## src/rtl/key_unlock_pkg.sv

```systemverilog
package key_unlock_pkg;
  localparam int unsigned KEY_W = 32;
  localparam logic [KEY_W-1:0] KEY_A = 32'h3A7F5CA3;
  localparam logic [KEY_W-1:0] KEY_B = 32'hA1E34F20;
  localparam logic [KEY_W-1:0] KEY_C = 32'h9608B2C1;

  typedef enum logic [1:0] {
    ST_IDLE  = 2'd0,
    ST_GOT_A = 2'd1,
    ST_GOT_B = 2'd2,
    ST_OPEN  = 2'd3
  } seq_state_t;
endpackage

```

## src/rtl/key_match.sv

```systemverilog
module key_match
  import key_unlock_pkg::*;
#(
  parameter int unsigned DW = KEY_W
) (
  input  logic [DW-1:0] data_i,
  output logic          is_a_o,
  output logic          is_b_o,
  output logic          is_c_o
);
  always_comb begin
    is_a_o = (data_i == DW'(KEY_A));
    is_b_o = (data_i == DW'(KEY_B));
    is_c_o = (data_i == DW'(KEY_C));
  end
endmodule

```

## src/rtl/key_seq_fsm.sv

```systemverilog
module key_seq_fsm
  import key_unlock_pkg::*;
(
  input  logic       clk,
  input  logic       rst_n,
  input  logic       wr_en_i,
  input  logic       is_a_i,
  input  logic       is_b_i,
  input  logic       is_c_i,
  output seq_state_t state_o
);
  seq_state_t state_q, state_d;

  always_comb begin
    state_d = state_q;
    if (wr_en_i) begin
      unique case (state_q)
        ST_IDLE:  state_d = is_a_i ? ST_GOT_A : ST_IDLE;
        ST_GOT_A: state_d = is_b_i ? ST_GOT_B : (is_a_i ? ST_GOT_A : ST_IDLE);
        ST_GOT_B: state_d = is_c_i ? ST_OPEN  : (is_a_i ? ST_GOT_A : ST_IDLE);
        ST_OPEN:  state_d = ST_IDLE;
        default:  state_d = ST_IDLE;
      endcase
    end
  end

  always_ff @(posedge clk or negedge rst_n) begin
    if (!rst_n) state_q <= ST_IDLE;
    else if (wr_en_i) state_q <= state_d;
  end

  assign state_o = state_q;
endmodule

```

## src/rtl/key_unlock_gate.sv

```systemverilog
module key_unlock_gate
  import key_unlock_pkg::*;
#(
  parameter int unsigned DATA_W = KEY_W
) (
  input  logic              clk,
  input  logic              rst_n,
  input  logic              sel_i,
  input  logic              wr_i,
  input  logic [DATA_W-1:0] wdata_i,
  output logic [DATA_W-1:0] rdata_o,
  output logic              grant_o
);
  logic       wr_en;
  logic       is_a, is_b, is_c;
  seq_state_t state;

  assign wr_en = sel_i & wr_i;

  key_match #(.DW(DATA_W)) u_match (
    .data_i (wdata_i),
    .is_a_o (is_a),
    .is_b_o (is_b),
    .is_c_o (is_c)
  );

  key_seq_fsm u_fsm (
    .clk     (clk),
    .rst_n   (rst_n),
    .wr_en_i (wr_en),
    .is_a_i  (is_a),
    .is_b_i  (is_b),
    .is_c_i  (is_c),
    .state_o (state)
  );

  assign grant_o = (state == ST_OPEN);
  assign rdata_o = '0;
endmodule

```

## config.mk

```make
export PLATFORM = sky130hd
export DESIGN_NAME = key_unlock_gate
export DESIGN_NICKNAME = d
export VERILOG_FILES = /design/src/rtl/key_unlock_pkg.sv /design/src/rtl/key_match.sv /design/src/rtl/key_seq_fsm.sv /design/src/rtl/key_unlock_gate.sv
export SDC_FILE = /design/constraint.sdc
export NUM_CORES = 1
export LEC_CHECK = 0
export ABC_CLOCK_PERIOD_IN_PS = 1900
export BUFFER_PORTS_ARGS = -buffer_cell sky130_fd_sc_hd__buf_2
export CAP_MARGIN = 15
export CORE_MARGIN = 2
export CORE_UTILIZATION = 30
export CTS_CLUSTER_DIAMETER = 100
export DETAILED_ROUTE_END_ITERATION = 12
export PLACE_DENSITY_LB_ADDON = 0.05
export SYNTH_ARGS = -nofsm -noshare
export SYNTH_HDL_FRONTEND = slang
export SYNTH_HIERARCHICAL = 1
export SYNTH_SLANG_ARGS = --single-unit
```

## constraint.sdc

```tcl
create_clock -name clk -period 1.9 [get_ports clk]
set_input_delay 0.285 -clock clk [delete_from_list [all_inputs] [get_ports clk]]
set_output_delay 0.285 -clock clk [all_outputs]
set_load 0.05 [all_outputs]
```

Word-level counts from Yosys, hierarchy flattened

Index checks and enable logic that the tools add are counted.
W data, S select, Z words.

Output and inout bits: 33
Input port bits: 36
Register bits after elaboration: 2

Reduce and logical (&&, ||, !) cells: 1
Bitwise logic cells: 1
Equality and inequality tests: 6
Mux-type cells: 4

Operators with widths:

| operator               | number |
|---|---|
| $eq A32 B32 Y1 const B | 2 |
| $eq A32 B30 Y1 const B | 1 |
| $pmux W2 S4            | 1 |
| $eq A2 B2 Y1 const B   | 2 |
| $mux W2                | 2 |
| $eq A2 B1 Y1 const B   | 1 |
| $logic_not A2 Y1       | 1 |
| $and A1 B1 Y1          | 1 |
| $mux W1                | 1 |

Depth between registers and ports, before layout

Gate-level depths: netlist of the first run.

Word-level depth: 4
Mapped depth: 6
Gate-level depth less buffers: 6

By module

Netlist of the first run, hierarchy kept.

By module, submodules not included:

| module          | cells each | area an instance (µm²) | times used |
|---|---|---|---|
| key_unlock_gate | 35         | 256.5                  | 1 |
| key_match       | 28         | 239.0                  | 1 |
| key_seq_fsm     | 12         | 112.6                  | 1 |

Least setup slack after synthesis of the first run

Ideal clock, no wire load.

Kind: input-to-reg
Start point: input port wdata_i[13]
End point: register u_fsm.state_q[0] (netlist: u_fsm/state_o[0])
Arrival time: 1.287 ns
Buffers on the path: 0
Data required time: 1.782 ns
Stages on the path: 6
Slack: 0.495 ns
Setup time: 0.118 ns
Path through: and4bb_1 > nand4_2 > nor4_2 > nand2b_1 > o21ai_1 > a21o_1

Elaborated cells on any way between the ends: 7
Those cells by class: eq/ne: 3; mux: 4

RTL lines:

| item                 | line                  | RTL |
|---|---|---|
| start, declared      | key_unlock_gate.sv:10 | `input logic [DATA_W-1:0] wdata_i,` |
| $eq A32 B32 Y1       | key_match.sv:13       | `is_b_o = (data_i == DW'(KEY_B));` |
| named net is_b       | key_unlock_gate.sv:15 | `logic is_a, is_b, is_c;` |
| $mux W2              | key_seq_fsm.sv:19     | `ST_GOT_A: state_d = is_b_i ? ST_GOT_B : (is_a_i ? ST_GOT_A : ST_IDLE);` |
| $pmux W2 S4          | key_seq_fsm.sv:17     | `unique case (state_q)` |
| end signal, assigned | key_seq_fsm.sv:29     | `else if (wr_en_i) state_q <= state_d;` |
| end, declared        | key_seq_fsm.sv:12     | `seq_state_t state_q, state_d;` |

The timed path passes the listed nets, and every way through them passes these cells.
A chain may end at the register's enable or synchronous reset.

Worst setup path in the final report of the first run

Start point: input port wdata_i[0]
End point: register u_fsm.state_q[0] (netlist: u_fsm/state_o[0])

The elaborated chain is that of the path after synthesis.

==> results of run 1 <==
power breakdown:
group	switching (uW)	internal (uW)
Combinational	164	37.9
Sequential	0.0000000155	42.9
Clock	25.0	69.8
cell families after synthesis:
family / share of synthesized area [%]
simple gates: 45.9
buf+inv: 40.1
compound gates: 5.14
flops: 8.23
other cells: 0.617
worst reg2reg max path: cells and delay by family, from the launching register on:
family	cells	cell delay [ns]
AND/OR/NAND/NOR	1	0.05
flip-flops	1	0.41
AO/OA/AOI/OAI	2	0.30
layout by cell type (no fill, tap or decap), types with 2 or more instances in the layout:
cell type	instances
conb_1	32
and4bb_1	2
clkbuf_4	3
nor2b_1	2
nand4_1	3
buf_2	36
nor2_1	4
nor3b_1	2
nor4_2	3
o21ai_1	3
nand3_1	2
nor4b_1	2
nand2_1	2
dfrtp_1	2
nand4_2	2
and2_1	2
per-layer routing:
layer | track usage (%) | vias up | routed length (um)
met2 | 17.1 | 28 | 643
met4 | 5.71 | 0 | 0
met1 | 10.1 | 232 | 429
li1 | - | 280 | -
met5 | 0 | - | 0
met3 | 1.23 | 0 | 94
timing repair:
action	in CTS	in global routing
setup endpoints to repair	0	0
hold endpoints to repair	2	0
hold buffers	1	0
final cells by class:
class                   count  area share, %
multi-input cells          71           58.9
inverters                   1          0.514
flip-flops and latches      2           6.85
clock buffers               3           3.08
repair buffers             37           26.0
well taps                  27           4.62
path summary, 6_finish.rpt:
| kind | startpoint | end | cells past startpoint |
|---|---|---|---|
| max | wdata_i[0] | u_fsm/state_o[0]$_DFFE_PN0P_ | 7 |
| min | rst_n | u_fsm/state_o[0]$_DFFE_PN0P_ | 2 |
| max reg2reg | u_fsm/state_o[1]$_DFFE_PN0P_ | u_fsm/state_o[0]$_DFFE_PN0P_ | 3 |
| min reg2reg | u_fsm/state_o[1]$_DFFE_PN0P_ | u_fsm/state_o[1]$_DFFE_PN0P_ | 1 |
| max in group asynchronous | rst_n | u_fsm/state_o[1]$_DFFE_PN0P_ | 2 |
| min in group clk | wdata_i[8] | u_fsm/state_o[1]$_DFFE_PN0P_ | 5 |
per-stage QoR:
| step | hold slack [ns] | util (%) |
|---|---|---|
| 2_1_floorplan | -0.0106 | - |
| 3_3_place_gp | 0.0705 | 36.0 |
| 3_5_place_dp | 0.0700 | 36.0 |
| 4_1_cts | 0.370 | 37.6 |
| 5_1_grt | 0.392 | 37.6 |
| 6_report | 0.378 | 37.6 |
==> run_summary.xml, run 1 <==
<?xml version="1.0" encoding="UTF-8"?>
<metrics>
  <group name="final_layout">
    <metric name="n_fill_cell" unit="">234</metric>
    <metric name="largest_register_ffs" unit="">2</metric>
    <metric name="multi_input_gate_area_in_the_final_layout" unit="um^2">430</metric>
    <metric name="post_route_cells_drive_above_1_share" unit="%">42.1</metric>
    <metric name="antenna_cells" unit="">0</metric>
    <metric name="final_design_area_no_fill" unit="um^2">731</metric>
    <metric name="layout.nets" unit="">152</metric>
    <metric name="syn_to_final_growth" unit="%">20.2</metric>
    <metric name="sequential_cell_area" unit="um^2">50.0</metric>
    <metric name="layout.cells.non_filler" unit="">141</metric>
  </group>
  <group name="die">
    <metric name="die_width" unit="um">49.0</metric>
    <metric name="die_height" unit="um">49.0</metric>
    <metric name="floorplan.initialDensity" unit="%">31.3</metric>
    <metric name="rows" unit="">16</metric>
    <metric name="placeableCoreArea" unit="um^2">1940</metric>
    <metric name="i_o_pin_count" unit="">69</metric>
    <metric name="dieArea" unit="um^2">2400</metric>
  </group>
  <group name="logic_synthesis">
    <metric name="synth-edff-count" unit="">0</metric>
    <metric name="summed_instance_area_of_the_synthesized_netlist" unit="um^2">608</metric>
    <metric name="post-synth-top-count-cell" unit="">buf_4</metric>
    <metric name="synth_largest_type_area_fraction" unit="%">39.5</metric>
    <metric name="synth_largest_area_cell" unit="">buf_4</metric>
    <metric name="seq_area_frac_synth" unit="%">8.23</metric>
    <metric name="post_synth_inst_count" unit="">75</metric>
    <metric name="yosysWarningCount" unit="">6</metric>
    <metric name="ys_ff_latch" unit="">2</metric>
    <metric name="synth_ff_type" unit="">dfrtp_1</metric>
    <metric name="ys_types" unit="">26</metric>
    <metric name="synthTopCellsByArea" unit="">buf_4, dfrtp_1, nor4_2</metric>
    <metric name="synth.cells.most_frequent" unit="">buf_4, nor2_1, nand4_1, nor4_2, o21ai_1</metric>
    <metric name="async_reset_ff_share" unit="%">100</metric>
    <metric name="post_synth.cell_area_avg" unit="um^2">8.11</metric>
  </group>
  <group name="critical_path">
    <metric name="timing.critical_path.slowest_stage_cell" unit="">nor4bb_1</metric>
    <metric name="worstPathMaxFanout" unit="">2</metric>
    <metric name="crit_family" unit="">simple AND/OR/NAND/NOR gates</metric>
    <metric name="critical_path.n_buffers_inverters" unit="">1</metric>
    <metric name="crit_arrival" unit="ns">1.48</metric>
    <metric name="critPathLaunchType" unit="">primary input</metric>
    <metric name="critPathMaxStageDelay" unit="ns">0.30</metric>
    <metric name="crit_chain" unit="">buf_2, nor4bb_1, nand4_1, nor4_2, nand2b_1, o21ai_1, a21o_1</metric>
    <metric name="setup.reg_to_reg.worst_slack" unit="ns">1.03</metric>
    <metric name="worstSetupEndpointType" unit="">register</metric>
    <metric name="critical_path_type" unit="">in -&gt; reg</metric>
    <metric name="cp.required" unit="ns">2.01</metric>
  </group>
  <group name="route">
    <metric name="routed_wirelength" unit="um">1170</metric>
    <metric name="detail_route.iter0.violations" unit="">2</metric>
    <metric name="final_antenna_net_count" unit="">0</metric>
    <metric name="vias" unit="">540</metric>
    <metric name="detailedRoute.firstPassIterationCount" unit="">4</metric>
    <metric name="routedWlPerCell" unit="um">8.28</metric>
    <metric name="post_drt_via_cell_ratio" unit="">3.83</metric>
    <metric name="drt_drc_violations_left" unit="">0</metric>
  </group>
  <group name="clock_network">
    <metric name="clock_sinks" unit="">2</metric>
    <metric name="cts_made_buffers" unit="">3</metric>
    <metric name="later_pin_clock_latency_in_the_skew_report" unit="ns">0.22</metric>
    <metric name="number_of_buffers_inserted_by_post_cts_setup_repair" unit="">0</metric>
    <metric name="cts_tree" unit="">done</metric>
    <metric name="cts_resized" unit="">0</metric>
    <metric name="clock-root-buffer" unit="">clkbuf_4</metric>
    <metric name="clock_pin_transition_on_the_worst_setup_and_hold_timing_paths" unit="ns">0.03</metric>
    <metric name="clockBufferDepth" unit="">2</metric>
    <metric name="ctsHtreeMaxLevel" unit="">1</metric>
  </group>
  <group name="worst_hold_path">
    <metric name="tightest_hold_check_type" unit="">in -&gt; async</metric>
  </group>
  <group name="power">
    <metric name="totalPowerFinal" unit="uW">339</metric>
    <metric name="vdd_ir_drop_max" unit="mV">0.222</metric>
    <metric name="total_leakage_power" unit="uW">0.000401</metric>
    <metric name="power_density" unit="nW/um^2">464</metric>
  </group>
  <group name="timing">
    <metric name="fmax" unit="MHz">731</metric>
    <metric name="final_period_minus_worst_setup_slack" unit="ns">1.37</metric>
    <metric name="final_total_negative_setup_slack" unit="ns">0</metric>
    <metric name="setup_ws" unit="ns">0.533</metric>
    <metric name="hold_viol_final" unit="">0</metric>
    <metric name="maxSlewViolCount" unit="">0</metric>
    <metric name="final_min_period_over_clock_period" unit="%">72.0</metric>
    <metric name="finalSetupViolations" unit="">0</metric>
    <metric name="skew" unit="ns">0.00275</metric>
    <metric name="grt_setup_unrepaired" unit="">false</metric>
  </group>
  <group name="global_routing">
    <metric name="gr-total-overflow" unit="">0</metric>
    <metric name="grt_start_max_net_pins" unit="">6</metric>
    <metric name="track_usage" unit="%">9.35</metric>
    <metric name="first_global_vias" unit="">467</metric>
    <metric name="number_of_antenna_violations_at_the_first_check_in_global_routing" unit="">0</metric>
    <metric name="grt_pass1_wl" unit="um">1740</metric>
  </group>
  <group name="flow_run">
    <metric name="max_capacitance_violation_count" unit="">0</metric>
  </group>
  <group name="placement">
    <metric name="finalWeightedCongestion" unit="">0.691</metric>
    <metric name="place_ws" unit="ns">0.273</metric>
    <metric name="dp_hpwl" unit="um">1090</metric>
    <metric name="portBuffers" unit="">36</metric>
    <metric name="numPlacedInstances" unit="">137</metric>
    <metric name="area_after_dpl" unit="um^2">698</metric>
  </group>
  <group name="run_status">
    <metric name="status" unit="">finished, final reports clean</metric>
  </group>
</metrics>
(Power assumes the default switching activity.)
==> run 2, diff against run 1 <==
--- a/config.mk
+++ b/config.mk
@@ -5,7 +5,7 @@
 export SDC_FILE = /design/constraint.sdc
 export NUM_CORES = 1
 export LEC_CHECK = 0
-export ABC_CLOCK_PERIOD_IN_PS = 1900
+export ABC_CLOCK_PERIOD_IN_PS = 1400
 export BUFFER_PORTS_ARGS = -buffer_cell sky130_fd_sc_hd__buf_2
 export CAP_MARGIN = 15
 export CORE_MARGIN = 2
==> constraint.sdc (replaced) <==
create_clock -name clk -period 1.4 [get_ports clk]
set_input_delay 0.21 -clock clk [delete_from_list [all_inputs] [get_ports clk]]
set_output_delay 0.21 -clock clk [all_outputs]
set_load 0.05 [all_outputs]
==> run_summary.xml, run 2 (synthesis gave the netlist of run 1 again) <==
<?xml version="1.0" encoding="UTF-8"?>
<metrics>
  <group name="global_routing">
    <metric name="gr-usage-met3" unit="%">0.920</metric>
    <metric name="grt_pass1_wl" unit="um">1700</metric>
    <metric name="number_of_antenna_violations_at_the_first_check_in_global_routing" unit="">0</metric>
    <metric name="track_usage" unit="%">8.90</metric>
    <metric name="grt_use_met1" unit="%">9.91</metric>
    <metric name="globalRouteMet2Util" unit="%">16.0</metric>
    <metric name="first_global_vias" unit="">474</metric>
    <metric name="grt_most_used_layer" unit="">met2</metric>
    <metric name="gr-total-overflow" unit="">0</metric>
    <metric name="grt_start_max_net_pins" unit="">6</metric>
  </group>
  <group name="timing">
    <metric name="maxSlewViolCount" unit="">0</metric>
    <metric name="finalSetupViolations" unit="">0</metric>
    <metric name="skew" unit="ns">0.00289</metric>
    <metric name="grt_setup_unrepaired" unit="">false</metric>
    <metric name="hold_viol_final" unit="">0</metric>
    <metric name="final_period_minus_worst_setup_slack" unit="ns">1.30</metric>
    <metric name="fmax" unit="MHz">771</metric>
    <metric name="final_min_period_over_clock_period" unit="%">92.6</metric>
  </group>
  <group name="power">
    <metric name="total_leakage_power" unit="uW">0.000411</metric>
    <metric name="vdd_ir_drop_max" unit="mV">0.326</metric>
    <metric name="clock_power_share" unit="%">27.9</metric>
    <metric name="totalPowerFinal" unit="uW">464</metric>
    <metric name="p_int" unit="uW">206</metric>
    <metric name="switchingPower" unit="uW">258</metric>
    <metric name="pwr-share-seq" unit="%">12.6</metric>
    <metric name="netSwitchingFraction" unit="%">55.6</metric>
    <metric name="comb_power_share" unit="%">59.5</metric>
    <metric name="power_density" unit="nW/um^2">622</metric>
  </group>
  <group name="critical_path">
    <metric name="crit_chain" unit="">buf_2, and4bb_1, nand4_2, nor4_2, nand2b_1, o21ai_1, a21o_1</metric>
    <metric name="worstPathMaxFanout" unit="">2</metric>
    <metric name="timing.critical_path.slowest_stage_cell" unit="">nor4_2</metric>
    <metric name="worstSetupEndpointType" unit="">register</metric>
    <metric name="cp.required" unit="ns">1.51</metric>
    <metric name="crit_arrival" unit="ns">1.41</metric>
    <metric name="critPathLaunchType" unit="">primary input</metric>
    <metric name="crit_family" unit="">simple AND/OR/NAND/NOR gates</metric>
    <metric name="critPathMaxStageDelay" unit="ns">0.32</metric>
    <metric name="critical_path.n_buffers_inverters" unit="">1</metric>
    <metric name="critical_path_type" unit="">in -&gt; reg</metric>
  </group>
  <group name="die">
    <metric name="floorplan.initialDensity" unit="%">31.3</metric>
    <metric name="rows" unit="">16</metric>
    <metric name="placeableCoreArea" unit="um^2">1940</metric>
    <metric name="dieArea" unit="um^2">2400</metric>
    <metric name="die_width" unit="um">49.0</metric>
    <metric name="die_height" unit="um">49.0</metric>
    <metric name="i_o_pin_count" unit="">69</metric>
  </group>
  <group name="route">
    <metric name="routedWlPerCell" unit="um">7.99</metric>
    <metric name="detailedRoute.firstPassIterationCount" unit="">4</metric>
    <metric name="detail_route.iter0.violations" unit="">3</metric>
    <metric name="routed_wirelength" unit="um">1140</metric>
    <metric name="drt_drc_violations_left" unit="">0</metric>
    <metric name="post_drt_via_cell_ratio" unit="">3.91</metric>
    <metric name="vias" unit="">559</metric>
    <metric name="final_antenna_net_count" unit="">0</metric>
  </group>
  <group name="clock_network">
    <metric name="clock_sinks" unit="">2</metric>
    <metric name="cts_tree" unit="">done</metric>
    <metric name="cts_resized" unit="">0</metric>
    <metric name="cts_made_buffers" unit="">3</metric>
    <metric name="clockBufferDepth" unit="">2</metric>
    <metric name="clock_pin_transition_on_the_worst_setup_and_hold_timing_paths" unit="ns">0.03</metric>
    <metric name="ctsHtreeMaxLevel" unit="">1</metric>
    <metric name="later_pin_clock_latency_in_the_skew_report" unit="ns">0.23</metric>
    <metric name="clock-root-buffer" unit="">clkbuf_4</metric>
    <metric name="number_of_buffers_inserted_by_post_cts_setup_repair" unit="">0</metric>
  </group>
  <group name="placement">
    <metric name="portBuffers" unit="">36</metric>
    <metric name="dp_hpwl" unit="um">1040</metric>
    <metric name="area_after_dpl" unit="um^2">713</metric>
    <metric name="finalWeightedCongestion" unit="">0.675</metric>
  </group>
  <group name="final_layout">
    <metric name="syn_to_final_growth" unit="%">22.6</metric>
    <metric name="n_fill_cell" unit="">227</metric>
    <metric name="antenna_cells" unit="">0</metric>
    <metric name="layout.nets" unit="">154</metric>
    <metric name="post_route_cells_drive_above_1_share" unit="%">43.1</metric>
    <metric name="largest_register_ffs" unit="">2</metric>
    <metric name="final_common_cell" unit="">buf_2</metric>
    <metric name="final_cell_mix" unit="">buf_2, conb_1, nor2_1</metric>
    <metric name="final_design_area_no_fill" unit="um^2">746</metric>
  </group>
  <group name="flow_run">
    <metric name="max_capacitance_violation_count" unit="">0</metric>
  </group>
  <group name="run_status">
    <metric name="status" unit="">finished, final reports clean</metric>
  </group>
  <group name="worst_hold_path">
    <metric name="tightest_hold_check_type" unit="">in -&gt; async</metric>
  </group>
</metrics>
[run 2: cell types whose count changed in the layout (fill, tap and decap cells not counted)]
cell | previous run | this run
buf_4 | 0 | 2
[run 2: power groups by stage]
stage,Clock (uW),Combinational (uW),Sequential [uW]
2_1_floorplan,0,280,58.9
3_3_place_gp,0,272,58.9
3_5_place_dp,0,272,58.9
4_1_cts,138,275,58.2
5_1_grt,142,290,58.2
6_report,130,276,58.2
[run 2: through the flow]
stage	worst slack (ns)	util (%)	std cells	setup TNS, ns	hold WS, ns
4_1_cts	0.0916	38.4	143	0	0.295
3_5_place_dp	-0.156	36.7	139	-0.259	-0.00504
6_report	0.104	38.4	143	0	0.298
2_1_floorplan	0.0700	-	106	0	-0.0856
3_3_place_gp	-0.119	36.7	139	-0.208	-0.00476
5_1_grt	0.00827	38.4	143	0	0.305
[run 2: layout make-up]
class                           count  area, um^2  share of cell area (%)
Timing Repair Buffer               39         205                    27.5
Multi-Input combinational cell     71         430                    57.7
Inverter                            1        3.75                   0.503
Tap cell                           27        33.8                    4.53
Clock buffer                        3        22.5                    3.02
Sequential cell                     2        50.0                    6.71
[run 2: repair_timing]
| item | CTS | global route |
|---|---|---|
| endpoints found under the hold margin | 2 | 0 |
| endpoints found under the setup margin | 0 | 1 |
| hold buffers | 1 | 0 |
[run 2: worst paths after layout]
check,startpoint,endpoint,slack [ns],cells after the start
setup / recovery,wdata_i[13],u_fsm/state_o[0]$_DFFE_PN0P_,0.10,7
hold / removal,rst_n,u_fsm/state_o[0]$_DFFE_PN0P_,0.30,2
setup reg to reg,u_fsm/state_o[1]$_DFFE_PN0P_,u_fsm/state_o[0]$_DFFE_PN0P_,0.53,3
hold reg to reg,u_fsm/state_o[1]$_DFFE_PN0P_,u_fsm/state_o[1]$_DFFE_PN0P_,0.56,1
max in group asynchronous,rst_n,u_fsm/state_o[1]$_DFFE_PN0P_,1.01,2
min in group clk,wr_i,u_fsm/state_o[1]$_DFFE_PN0P_,0.43,4
[run 2: worst register-to-register path, stage by stage, from the launching register on]
cell,delay [ns]
dfrtp_1,0.42
a21oi_2,0.15
nor3_2,0.05
a21o_1,0.15
[run 2: metal layers]
layer	vias up	wire length (um)
met5	-	0
met4	0	0
li1	285	-
met2	28	639
met1	246	405
met3	0	99
==> run 3, diff against run 2 <==
--- a/config.mk
+++ b/config.mk
@@ -8,6 +8,7 @@
 export ABC_CLOCK_PERIOD_IN_PS = 1400
 export BUFFER_PORTS_ARGS = -buffer_cell sky130_fd_sc_hd__buf_2
 export CAP_MARGIN = 15
+export CORE_ASPECT_RATIO = 1.4
 export CORE_MARGIN = 2
 export CORE_UTILIZATION = 30
 export CTS_CLUSTER_DIAMETER = 100
==> run_summary.xml, run 3 (synthesis gave the netlist of run 1 again) <==
<?xml version="1.0" encoding="UTF-8"?>
<metrics>
  <group name="run_status">
    <metric name="status" unit="">finished, final reports clean</metric>
  </group>
  <group name="final_layout">
    <metric name="largest_register_ffs" unit="">2</metric>
    <metric name="n_fill_cell" unit="">229</metric>
    <metric name="final_cell_mix" unit="">buf_2, conb_1, buf_4, nor2_1</metric>
    <metric name="post_route_cells_drive_above_1_share" unit="%">44.9</metric>
    <metric name="antenna_cells" unit="">0</metric>
    <metric name="layout.cells.non_filler" unit="">139</metric>
    <metric name="final_common_cell" unit="">buf_2</metric>
    <metric name="syn_to_final_growth" unit="%">26.3</metric>
    <metric name="layout.nets" unit="">156</metric>
  </group>
  <group name="global_routing">
    <metric name="gr-total-overflow" unit="">0</metric>
    <metric name="number_of_antenna_violations_at_the_first_check_in_global_routing" unit="">0</metric>
    <metric name="first_global_vias" unit="">521</metric>
    <metric name="grt_pass1_wl" unit="um">1910</metric>
    <metric name="track_usage" unit="%">10.1</metric>
    <metric name="grt_start_max_net_pins" unit="">6</metric>
  </group>
  <group name="clock_network">
    <metric name="ctsHtreeMaxLevel" unit="">1</metric>
    <metric name="clock_pin_transition_on_the_worst_setup_and_hold_timing_paths" unit="ns">0.03</metric>
    <metric name="clockBufferDepth" unit="">2</metric>
    <metric name="clock-root-buffer" unit="">clkbuf_4</metric>
    <metric name="number_of_buffers_inserted_by_post_cts_setup_repair" unit="">0</metric>
    <metric name="cts_tree" unit="">done</metric>
    <metric name="cts_made_buffers" unit="">3</metric>
    <metric name="clock_sinks" unit="">2</metric>
    <metric name="later_pin_clock_latency_in_the_skew_report" unit="ns">0.23</metric>
  </group>
  <group name="power">
    <metric name="totalPowerFinal" unit="uW">471</metric>
    <metric name="netSwitchingFraction" unit="%">55.5</metric>
    <metric name="p_int" unit="uW">210</metric>
    <metric name="vdd_ir_drop_max" unit="mV">0.248</metric>
    <metric name="power_density" unit="nW/um^2">614</metric>
    <metric name="switchingPower" unit="uW">262</metric>
    <metric name="comb_power_share" unit="%">59.6</metric>
    <metric name="pwr-share-seq" unit="%">12.4</metric>
    <metric name="total_leakage_power" unit="uW">0.000439</metric>
    <metric name="clock_power_share" unit="%">28.0</metric>
  </group>
  <group name="die">
    <metric name="floorplan.initialDensity" unit="%">31.2</metric>
    <metric name="dieArea" unit="um^2">2410</metric>
    <metric name="die_width" unit="um">42.1</metric>
    <metric name="placeableCoreArea" unit="um^2">1950</metric>
    <metric name="i_o_pin_count" unit="">69</metric>
    <metric name="die_height" unit="um">57.3</metric>
    <metric name="rows" unit="">19</metric>
  </group>
  <group name="timing">
    <metric name="maxSlewViolCount" unit="">0</metric>
    <metric name="grt_setup_unrepaired" unit="">false</metric>
    <metric name="final_min_period_over_clock_period" unit="%">92.7</metric>
    <metric name="hold_viol_final" unit="">0</metric>
    <metric name="final_period_minus_worst_setup_slack" unit="ns">1.30</metric>
    <metric name="fmax" unit="MHz">771</metric>
    <metric name="skew" unit="ns">0.00121</metric>
    <metric name="finalSetupViolations" unit="">0</metric>
  </group>
  <group name="route">
    <metric name="routed_wirelength" unit="um">1220</metric>
    <metric name="drt_drc_violations_left" unit="">0</metric>
    <metric name="post_drt_via_cell_ratio" unit="">4.14</metric>
    <metric name="detailedRoute.firstPassIterationCount" unit="">3</metric>
    <metric name="routedWlPerCell" unit="um">8.76</metric>
    <metric name="vias" unit="">575</metric>
    <metric name="final_antenna_net_count" unit="">0</metric>
    <metric name="detail_route.iter0.violations" unit="">2</metric>
  </group>
  <group name="placement">
    <metric name="portBuffers" unit="">36</metric>
    <metric name="finalWeightedCongestion" unit="">0.710</metric>
    <metric name="numPlacedInstances" unit="">135</metric>
    <metric name="dp_hpwl" unit="um">1130</metric>
  </group>
  <group name="critical_path">
    <metric name="worstSetupEndpointType" unit="">register</metric>
    <metric name="crit_arrival" unit="ns">1.41</metric>
    <metric name="worstPathMaxFanout" unit="">2</metric>
    <metric name="critPathLaunchType" unit="">primary input</metric>
    <metric name="critical_path_type" unit="">in -&gt; reg</metric>
    <metric name="cp.required" unit="ns">1.52</metric>
  </group>
  <group name="flow_run">
    <metric name="max_capacitance_violation_count" unit="">0</metric>
  </group>
  <group name="worst_hold_path">
    <metric name="tightest_hold_check_type" unit="">in -&gt; async</metric>
  </group>
</metrics>
-- run 3: worst paths after layout --
path	start	cells after the start	endpoint	slack, ns
max reg2reg	u_fsm/state_o[1]$_DFFE_PN0P_	3	u_fsm/state_o[0]$_DFFE_PN0P_	0.52
min in group clk	wr_i	4	u_fsm/state_o[1]$_DFFE_PN0P_	0.42
max	wdata_i[0]	7	u_fsm/state_o[0]$_DFFE_PN0P_	0.10
min	rst_n	2	u_fsm/state_o[0]$_DFFE_PN0P_	0.29
min reg2reg	u_fsm/state_o[1]$_DFFE_PN0P_	1	u_fsm/state_o[1]$_DFFE_PN0P_	0.55
max in group asynchronous	rst_n	2	u_fsm/state_o[1]$_DFFE_PN0P_	1.02
-- run 3: critical path: stages --
cell and delay, ns:
buf_2 0.10, nor4bb_1 0.32, nand4_1 0.15, nor4_2 0.26
nand2b_1 0.14, o21ai_1 0.05, a21o_1 0.17
-- run 3: power groups by stage --
stage	clock network, uW	logic (uW)	registers, uW
2_1_floorplan	0	280	58.9
3_3_place_gp	0	277	58.9
3_5_place_dp	0	277	58.9
4_1_cts	142	279	58.2
5_1_grt	141	296	58.2
6_report	132	281	58.3
-- run 3: layout make-up --
cell class                 count  area [um^2]  area share (%)
timing repair buffer          41          220            28.7
sequential                     2         50.0            6.51
multi-input combinational     71          445            58.0
inverter                       1         3.75           0.489
tap                           21         26.3            3.42
clock buffer                   3         22.5            2.93
-- run 3: metrics by stage --
step                setup TNS [ns]  cell area [um^2]  utilization (%)  hold WS [ns]  setup slack, ns
floorplan                        0               724                -       -0.0856           0.0700
global placement            -0.243               721             37.0      -0.00529           -0.123
detailed placement          -0.272               721             37.0      -0.00468           -0.161
CTS                              0               753             38.6         0.284           0.0835
global route                     0               768             39.4         0.297           0.0130
finish                           0               768             39.4         0.291            0.102
-- run 3: repair_timing --
action	4_1_cts	5_1_grt
resized for setup	0	2
endpoints found under the hold margin	2	0
setup endpoints to repair	0	2
hold buffers	1	0
-- run 3: layer usage --
layer	vias up	global-route usage, %	part of all wire, %	wire length [um]
li1	289	-	-	-
met1	254	8.51	29	352
met2	30	20.5	62	751
met3	2	1.90	8.0	98
met4	0	6.70	1.4	17
met5	-	0	0	0
